[src/rtl/bm_pkg.sv]
package bm_pkg;
  localparam int ADDR_W = 32;
  localparam int NREQ   = 3;
  localparam int NPORT  = 4;

  // requester index doubles as priority rank: lower index wins
  localparam int R_DATA  = 0;
  localparam int R_FETCH = 1;
  localparam int R_DBG   = 2;

  localparam int P_IC  = 0;
  localparam int P_DC  = 1;
  localparam int P_SYS = 2;
  localparam int P_PPB = 3;

  localparam logic [1:0] SZ_WORD = 2'b10;

  typedef enum logic [2:0] {
    TGT_IC   = 3'd0,
    TGT_DC   = 3'd1,
    TGT_SYS  = 3'd2,
    TGT_PPB  = 3'd3,
    TGT_NONE = 3'd4
  } target_e;

  // strobes from control to datapath
  typedef struct packed {
    logic [NPORT-1:0][NREQ-1:0] grant;
    logic [NREQ-1:0]            errNow;
  } ctrlStrb_t;

  function automatic target_e decodeTarget(input logic [ADDR_W-1:0] a, input int r);
    if (a[31:29] == 3'b000) begin
      decodeTarget = (r == R_FETCH) ? TGT_IC : TGT_DC;
    end else if (a[31:20] == 12'hE00) begin
      if (a[19:18] == 2'b00 || r == R_FETCH) decodeTarget = TGT_NONE;
      else                                   decodeTarget = TGT_PPB;
    end else begin
      decodeTarget = TGT_SYS;
    end
  endfunction
endpackage

[src/rtl/bm_arb.sv]
module bm_arb #(
  parameter int N = 3
) (
  input  logic         clk,
  input  logic         rstN,
  input  logic [N-1:0] cand,
  input  logic         ready,
  output logic [N-1:0] grant
);
  logic         busyQ;
  logic [N-1:0] ownerQ;
  logic [N-1:0] pick;

  // lowest set bit = highest priority
  assign pick  = cand & (~cand + N'(1));
  assign grant = busyQ ? ownerQ : pick;

  always_ff @(posedge clk or negedge rstN) begin
    if (!rstN) begin
      busyQ  <= 1'b0;
      ownerQ <= '0;
    end else begin
      busyQ  <= (|grant) && !ready;
      ownerQ <= grant;
    end
  end


  grant_onehot_chk: assert property (@(posedge clk) disable iff (!rstN)
    $onehot0(grant));


  hold_owner_chk: assert property (@(posedge clk) disable iff (!rstN)
    ((|grant) && !ready) |=> (grant == $past(grant)));


  data_first_chk: assert property (@(posedge clk) disable iff (!rstN)
    (!busyQ && cand[0]) |-> grant[0]);
endmodule

[src/rtl/bm_ctrl.sv]
module bm_ctrl
  import bm_pkg::*;
(
  input  logic                          clk,
  input  logic                          rstN,
  input  logic [NREQ-1:0]               req,
  input  logic [NREQ-1:0][ADDR_W-1:0]   addr,
  input  logic [NREQ-1:0][1:0]          size,
  input  logic                          dataPriv,
  input  logic [NPORT-1:0]              portReady,
  output ctrlStrb_t                     strb
);
  target_e                    tgt [NREQ];
  logic [NREQ-1:0]            bad;
  logic [NPORT-1:0][NREQ-1:0] cand;
  logic [NPORT-1:0][NREQ-1:0] grantW;
  logic [NREQ-1:0]            errQ;

  always_comb begin
    bad  = '0;
    cand = '0;
    for (int r = 0; r < NREQ; r++) begin
      tgt[r] = decodeTarget(addr[r], r);
      bad[r] = (tgt[r] == TGT_NONE) ||
               (tgt[r] == TGT_PPB &&
                (size[r] != SZ_WORD || (r == R_DATA && !dataPriv)));
      for (int p = 0; p < NPORT; p++)
        cand[p][r] = req[r] && !bad[r] && (int'(tgt[r]) == p);
    end
  end

  // a refused request is answered one cycle later, once
  always_ff @(posedge clk or negedge rstN) begin
    if (!rstN) errQ <= '0;
    else       errQ <= req & bad & ~errQ;
  end

  for (genvar p = 0; p < NPORT; p++) begin : g_arb
    bm_arb #(.N(NREQ)) u_arb (
      .clk   (clk),
      .rstN  (rstN),
      .cand  (cand[p]),
      .ready (portReady[p]),
      .grant (grantW[p])
    );
  end

  assign strb.grant  = grantW;
  assign strb.errNow = errQ;

  for (genvar r = 0; r < NREQ; r++) begin : g_chk
    logic anyGrant;
    always_comb begin
      anyGrant = 1'b0;
      for (int p = 0; p < NPORT; p++) anyGrant = anyGrant | grantW[p][r];
    end

    err_no_transfer_chk: assert property (@(posedge clk) disable iff (!rstN)
      errQ[r] |-> !anyGrant);
  end
endmodule

[src/rtl/bm_dpath.sv]
module bm_dpath
  import bm_pkg::*;
#(
  parameter int DW = 32
) (
  input  ctrlStrb_t                     strb,
  input  logic                          coreBigEnd,
  input  logic [NREQ-1:0][ADDR_W-1:0]   reqAddr,
  input  logic [NREQ-1:0]               reqWrite,
  input  logic [NREQ-1:0][1:0]          reqSize,
  input  logic [NREQ-1:0][DW-1:0]       reqWdata,
  output logic [NREQ-1:0]               reqDone,
  output logic [NREQ-1:0]               reqErr,
  output logic [NREQ-1:0][DW-1:0]       reqRdata,
  output logic [NPORT-1:0]              portValid,
  output logic [NPORT-1:0]              portWrite,
  output logic [NPORT-1:0][ADDR_W-1:0]  portAddr,
  output logic [NPORT-1:0][1:0]         portSize,
  output logic [NPORT-1:0][DW-1:0]      portWdata,
  input  logic [NPORT-1:0]              portReady,
  input  logic [NPORT-1:0]              portErr,
  input  logic [NPORT-1:0][DW-1:0]      portRdata
);
  localparam int NBYTE = DW / 8;

  function automatic logic [DW-1:0] byteRev(input logic [DW-1:0] x);
    logic [DW-1:0] y;
    for (int b = 0; b < NBYTE; b++) y[8*b +: 8] = x[8*(NBYTE-1-b) +: 8];
    return y;
  endfunction

  logic swapData;
  assign swapData = coreBigEnd && (reqSize[R_DATA] == SZ_WORD);

  // request -> port
  always_comb begin
    for (int p = 0; p < NPORT; p++) begin
      portValid[p] = |strb.grant[p];
      portAddr[p]  = '0;
      portWrite[p] = 1'b0;
      portSize[p]  = '0;
      portWdata[p] = '0;
      for (int r = 0; r < NREQ; r++) begin
        if (strb.grant[p][r]) begin
          portAddr[p]  = reqAddr[r];
          portWrite[p] = reqWrite[r];
          portSize[p]  = reqSize[r];
          portWdata[p] = (r == R_DATA && swapData && p != P_PPB) ?
                         byteRev(reqWdata[r]) : reqWdata[r];
        end
      end
    end
  end

  // port -> requester
  always_comb begin
    for (int r = 0; r < NREQ; r++) begin
      reqDone[r]  = strb.errNow[r];
      reqErr[r]   = strb.errNow[r];
      reqRdata[r] = '0;
      for (int p = 0; p < NPORT; p++) begin
        if (strb.grant[p][r]) begin
          reqDone[r]  = reqDone[r] | portReady[p];
          reqErr[r]   = reqErr[r] | (portReady[p] & portErr[p]);
          reqRdata[r] = (r == R_DATA && swapData && p != P_PPB) ?
                        byteRev(portRdata[p]) : portRdata[p];
        end
      end
    end
  end
endmodule

[src/rtl/busMatrix.sv]
module busMatrix
  import bm_pkg::*;
#(
  parameter int DW     = 32,
  parameter int PPB_AW = 20
) (
  input  logic              clk,
  input  logic              rstN,
  input  logic              coreBigEnd,
  input  logic              dataReq,
  input  logic [31:0]       dataAddr,
  input  logic              dataWrite,
  input  logic [1:0]        dataSize,
  input  logic              dataPriv,
  input  logic [DW-1:0]     dataWdata,
  output logic              dataDone,
  output logic              dataErr,
  output logic [DW-1:0]     dataRdata,
  input  logic              fetchReq,
  input  logic [31:0]       fetchAddr,
  output logic              fetchDone,
  output logic              fetchErr,
  output logic [DW-1:0]     fetchRdata,
  input  logic              dbgReq,
  input  logic [31:0]       dbgAddr,
  input  logic              dbgWrite,
  input  logic [1:0]        dbgSize,
  input  logic [DW-1:0]     dbgWdata,
  output logic              dbgDone,
  output logic              dbgErr,
  output logic [DW-1:0]     dbgRdata,
  output logic              icValid,
  output logic [31:0]       icAddr,
  input  logic              icReady,
  input  logic              icErr,
  input  logic [DW-1:0]     icRdata,
  output logic              dcValid,
  output logic [31:0]       dcAddr,
  output logic              dcWrite,
  output logic [1:0]        dcSize,
  output logic [DW-1:0]     dcWdata,
  input  logic              dcReady,
  input  logic              dcErr,
  input  logic [DW-1:0]     dcRdata,
  output logic              sysValid,
  output logic [31:0]       sysAddr,
  output logic              sysWrite,
  output logic [1:0]        sysSize,
  output logic [DW-1:0]     sysWdata,
  input  logic              sysReady,
  input  logic              sysErr,
  input  logic [DW-1:0]     sysRdata,
  output logic              ppValid,
  output logic [PPB_AW-1:0] ppAddr,
  output logic              ppWrite,
  output logic [DW-1:0]     ppWdata,
  input  logic              ppReady,
  input  logic              ppErr,
  input  logic [DW-1:0]     ppRdata
);
  logic [NREQ-1:0]              reqV, reqW, doneV, errV;
  logic [NREQ-1:0][ADDR_W-1:0]  reqA;
  logic [NREQ-1:0][1:0]         reqS;
  logic [NREQ-1:0][DW-1:0]      reqWd, reqRd;
  logic [NPORT-1:0]             pValid, pWrite, pReady, pErr;
  logic [NPORT-1:0][ADDR_W-1:0] pAddr;
  logic [NPORT-1:0][1:0]        pSize;
  logic [NPORT-1:0][DW-1:0]     pWdata, pRdata;
  ctrlStrb_t                    strb;

  // requester order: data, fetch, debug (also the priority order)
  assign reqV  = {dbgReq, fetchReq, dataReq};
  assign reqA  = {dbgAddr, fetchAddr, dataAddr};
  assign reqW  = {dbgWrite, 1'b0, dataWrite};
  assign reqS  = {dbgSize, SZ_WORD, dataSize};
  assign reqWd = {dbgWdata, {DW{1'b0}}, dataWdata};

  assign pReady = {ppReady, sysReady, dcReady, icReady};
  assign pErr   = {ppErr, sysErr, dcErr, icErr};
  assign pRdata = {ppRdata, sysRdata, dcRdata, icRdata};

  bm_ctrl u_ctrl (
    .clk       (clk),
    .rstN      (rstN),
    .req       (reqV),
    .addr      (reqA),
    .size      (reqS),
    .dataPriv  (dataPriv),
    .portReady (pReady),
    .strb      (strb)
  );

  bm_dpath #(.DW(DW)) u_dpath (
    .strb       (strb),
    .coreBigEnd (coreBigEnd),
    .reqAddr    (reqA),
    .reqWrite   (reqW),
    .reqSize    (reqS),
    .reqWdata   (reqWd),
    .reqDone    (doneV),
    .reqErr     (errV),
    .reqRdata   (reqRd),
    .portValid  (pValid),
    .portWrite  (pWrite),
    .portAddr   (pAddr),
    .portSize   (pSize),
    .portWdata  (pWdata),
    .portReady  (pReady),
    .portErr    (pErr),
    .portRdata  (pRdata)
  );

  assign dataDone   = doneV[R_DATA];
  assign dataErr    = errV[R_DATA];
  assign dataRdata  = reqRd[R_DATA];
  assign fetchDone  = doneV[R_FETCH];
  assign fetchErr   = errV[R_FETCH];
  assign fetchRdata = reqRd[R_FETCH];
  assign dbgDone    = doneV[R_DBG];
  assign dbgErr     = errV[R_DBG];
  assign dbgRdata   = reqRd[R_DBG];

  assign icValid  = pValid[P_IC];
  assign icAddr   = {pAddr[P_IC][ADDR_W-1:2], 2'b00};

  assign dcValid  = pValid[P_DC];
  assign dcAddr   = pAddr[P_DC];
  assign dcWrite  = pWrite[P_DC];
  assign dcSize   = pSize[P_DC];
  assign dcWdata  = pWdata[P_DC];

  assign sysValid = pValid[P_SYS];
  assign sysAddr  = pAddr[P_SYS];
  assign sysWrite = pWrite[P_SYS];
  assign sysSize  = pSize[P_SYS];
  assign sysWdata = pWdata[P_SYS];

  assign ppValid  = pValid[P_PPB];
  assign ppAddr   = pAddr[P_PPB][PPB_AW-1:0];
  assign ppWrite  = pWrite[P_PPB];
  assign ppWdata  = pWdata[P_PPB];
endmodule

[config.mk]
export PLATFORM = sky130hd
export DESIGN_NAME = busMatrix
export DESIGN_NICKNAME = d
export VERILOG_FILES = /design/src/rtl/bm_pkg.sv /design/src/rtl/bm_arb.sv /design/src/rtl/bm_ctrl.sv /design/src/rtl/bm_dpath.sv /design/src/rtl/busMatrix.sv
export SDC_FILE = /design/constraint.sdc
export NUM_CORES = 1
export LEC_CHECK = 0
export BUFFER_PORTS_ARGS = -buffer_cell sky130_fd_sc_hd__buf_2
export CORE_AREA = 3 3 243 245
export CTS_CLUSTER_SIZE = 12
export DETAILED_ROUTE_END_ITERATION = 10
export DIE_AREA = 0 0 246 248
export PLACE_DENSITY = 0.41
export SYNTH_ARGS = -nofsm -noshare
export SYNTH_HDL_FRONTEND = slang
export SYNTH_SLANG_ARGS = --single-unit
[constraint.sdc]
create_clock -name clk -period 2.7 [get_ports clk]
set_input_delay 0.405 -clock clk [delete_from_list [all_inputs] [get_ports clk]]
set_output_delay 0.405 -clock clk [all_outputs]
set_load 0.05 [all_outputs]
==> impl_metrics.py <==
metrics = {
    "critical_path": {
        "cp-end-kind": "output pin",
        "worstPathArrival_ps": 2550,
        "critPathKind": "in -> out",
        "path_max_fanout": 7,
        "crit_required_ps": 2300,
        "worst_setup_path_start_kind": "primary input",
    },
    "power": {
        "switching_share_pct": 56.9,
        "p_per_area_mw_per_mm2": 300,
        "p_leak_nw": 10.1,
        "p_total_w": 0.00693,
        "intPower_w": 0.00299,
        "power.share.clock_pct": 4.7,
        "switchingPower_w": 0.00395,
        "pwr-share-comb_pct": 90.9,
        "vdd_drop_max_mv": 0.184,
        "power_frac_seq_pct": 4.4,
    },
    "run_status": {
        "violations": "negative setup slack",
        "status": "finished with violations",
    },
    "timing": {
        "fin_crit_ps": 2950,
        "fin_crit_sh_pct": 109,
        "slew_headroom_pct": 54.5,
        "rsz0062_at_grt": "yes",
        "tns_ps": -33810,
        "finalHoldViolations": 0,
        "fmax_mhz": 339,
        "layout_setup_ws_ps": -253,
        "tightest_slew_ps": 676,
        "skew_ps": 1.20,
        "slew_violations": 0,
        "setup_viol": 281,
    },
    "global_routing": {
        "grt_pass1_vias": 15914,
        "grt_util_all_layers_pct": 23.2,
        "grt_max_degree": 58,
        "antenna_found_initial": 15,
        "grt_pass1_wl_um": 108000,
        "gr-total-overflow": 0,
    },
    "yosys": {
        "syn-cell-area_mm2": 0.00914,
        "synthArstFlopShare_pct": 100,
        "ys_seq_area_share_pct": 5.20,
        "synth_cell_types": 53,
        "synth-main-ff-cell": "dfrtp_1",
        "syn_area_per_cell_um2": 5.84,
        "netlist_instances": 1566,
        "synth-seq-cells": 19,
        "synth-edff-count": 0,
        "ys_warn_count": 0,
    },
    "die": {
        "pin_count": 634,
        "initial_core_util_pct": 15.9,
        "die_h_um": 248,
        "dieArea_mm2": 0.0610,
        "coreArea_mm2": 0.0574,
        "row_count": 88,
        "die_w_um": 246,
    },
    "min_path": {
        "hp-class": "in -> async",
    },
    "finish": {
        "syn2layout_area_growth_pct": 152,
        "drive_gt1_share_pct": 59.9,
        "layout_common_cells": "buf_2, nand2_1, buf_6, buf_4, buf_12",
        "final_nets": 2687,
        "final_common_cell": "buf_2",
    },
    "clock_tree": {
        "cts_tree": "yes",
        "numCtsBuffers": 3,
        "cts_root_buf": "clkbuf_16",
        "h-tree-depth": 1,
        "clkTransAtPathRegs_ps": 60,
        "cts_max_path_buffers": 2,
        "clkLatencyLatePin_ps": 260,
        "cts.sinks": 19,
        "holdBufCountCts": 0,
    },
    "place": {
        "dp_hpwl_um": 56200,
        "port_buffers": 631,
        "place_congestion": 0.893,
    },
    "routing": {
        "drc": 0,
        "ant_nets": 0,
        "wl_um": 82800,
        "dr_total_vias": 16592,
        "avgViaCountPerCell": 5.27,
        "drt_iter0_drc": 1008,
        "dr.pass1.iters": 6,
        "wl_per_cell_um": 26.3,
    },
    "flow_run": {
        "maxCapViolCount": 0,
    },
}
==> cell type report <==
cell class	count	area, µm²
diodes	6	15.0
clock buffers	3	75.1
clock inverters	1	5.00
fillers	5796	34300
inverters	10	85.1
multi-input cells	1360	11400
flip-flops and latches	19	475
well taps	765	957
repair buffers	984	10000
==> worst paths after layout <==
kind	from	end	slack, ps	cells after the start
setup / recovery	dataAddr[31]	dbgDone	-250	9
hold / removal	rstN	u_ctrl.errQ[1]	100	1
setup reg to reg	u_ctrl.g_arb[3].u_arb.busyQ	u_ctrl.g_arb[3].u_arb.busyQ	820	6
hold reg to reg	u_ctrl.errQ[0]	u_ctrl.errQ[0]	520	1
max in group asynchronous	rstN	u_ctrl.g_arb[0].u_arb.ownerQ[0]	2260	1
min in group clk	icReady	u_ctrl.g_arb[0].u_arb.busyQ	410	2
==> kinds of logic (layout without fill, tap and decap cells) <==
kind of cell           count (synthesis)  after routing  synth area share, %
DFF                                   19             19                 5.20
and+or+nand+nor                      701            701                 34.1
muxes                                116            116                 13.0
other                                  1              8               0.0410
buffers and inverters                188            998                 8.24
AOI/OAI and AO/OA                    541            541                 39.4
==> flip-flops by register name, summed over array words and instances, names as in the netlist <==
signal and cells:
u_ctrl.g_arb.u_arb.ownerQ 12, u_ctrl.g_arb.u_arb.busyQ 4, u_ctrl.errQ 3
==> worst max-delay path, stage by stage <==
cell and delay (ps):
buf_8 100, or4b_4 560, nand3_4 100, a21boi_4 270, inv_8 110, buf_12 150
a221o_1 350, a221o_1 340, buf_12 170
==> Yosys cell counts (all sizes together), types with 19 or more instances <==
cell type | count | share of area, %
clkbuf | 133 | 5.5
a22o | 55 | 5.3
buf | 45 | 2.4
a32o | 32 | 3.5
mux2i | 96 | 11
a21oi | 62 | 3.4
mux2 | 20 | 2.5
a31oi | 74 | 5.1
dfrtp | 19 | 5.2
nor2 | 103 | 4.3
o31ai | 100 | 8.2
and3 | 89 | 6.1
nand3 | 108 | 6.0
nand2 | 370 | 15
o21ai | 161 | 8.8
a211oi | 33 | 2.8
==> timing repair <==
action                     in CTS  in global routing
setup endpoints to repair     292                305
buffers inserted               39                 48
cloned                         20                 28
pin swaps                      35                 43
resized for setup             481                476
==> per-layer routing <==
metal | vias up | global-route usage (%) | wire, µm
li1 | 7465 | - | -
met1 | 8249 | 30.0 | 34900
met2 | 747 | 40.7 | 40700
met3 | 119 | 3.48 | 5400
met4 | 12 | 5.21 | 1740
met5 | - | 0 | 64
==> stage by stage <==
stage	util [%]	hold WS (ps)	std cells	worst slack, ps	area, µm²
floorplan	-	109	1567	-275	11500
global placement	31.3	390	3013	-477	18000
detailed placement	31.3	385	3013	-413	18000
CTS	36.1	109	3076	-248	20700
global route	40.2	130	3147	-292	23100
finish	40.2	98.7	3148	-253	23100
==> power by group through the flow <==
stage | sequential (W) | clock [W] | combinational (W)
after CTS | 0.000303 | 0.000326 | 0.00561
final | 0.000304 | 0.000325 | 0.00630
after floorplan | 0.000306 | 0 | 0.00315
after global routing | 0.000304 | 0.000341 | 0.00651
after detailed placement | 0.000308 | 0 | 0.00504
after global placement | 0.000308 | 0 | 0.00503
Note: power is estimated with default switching activity, not from simulation.
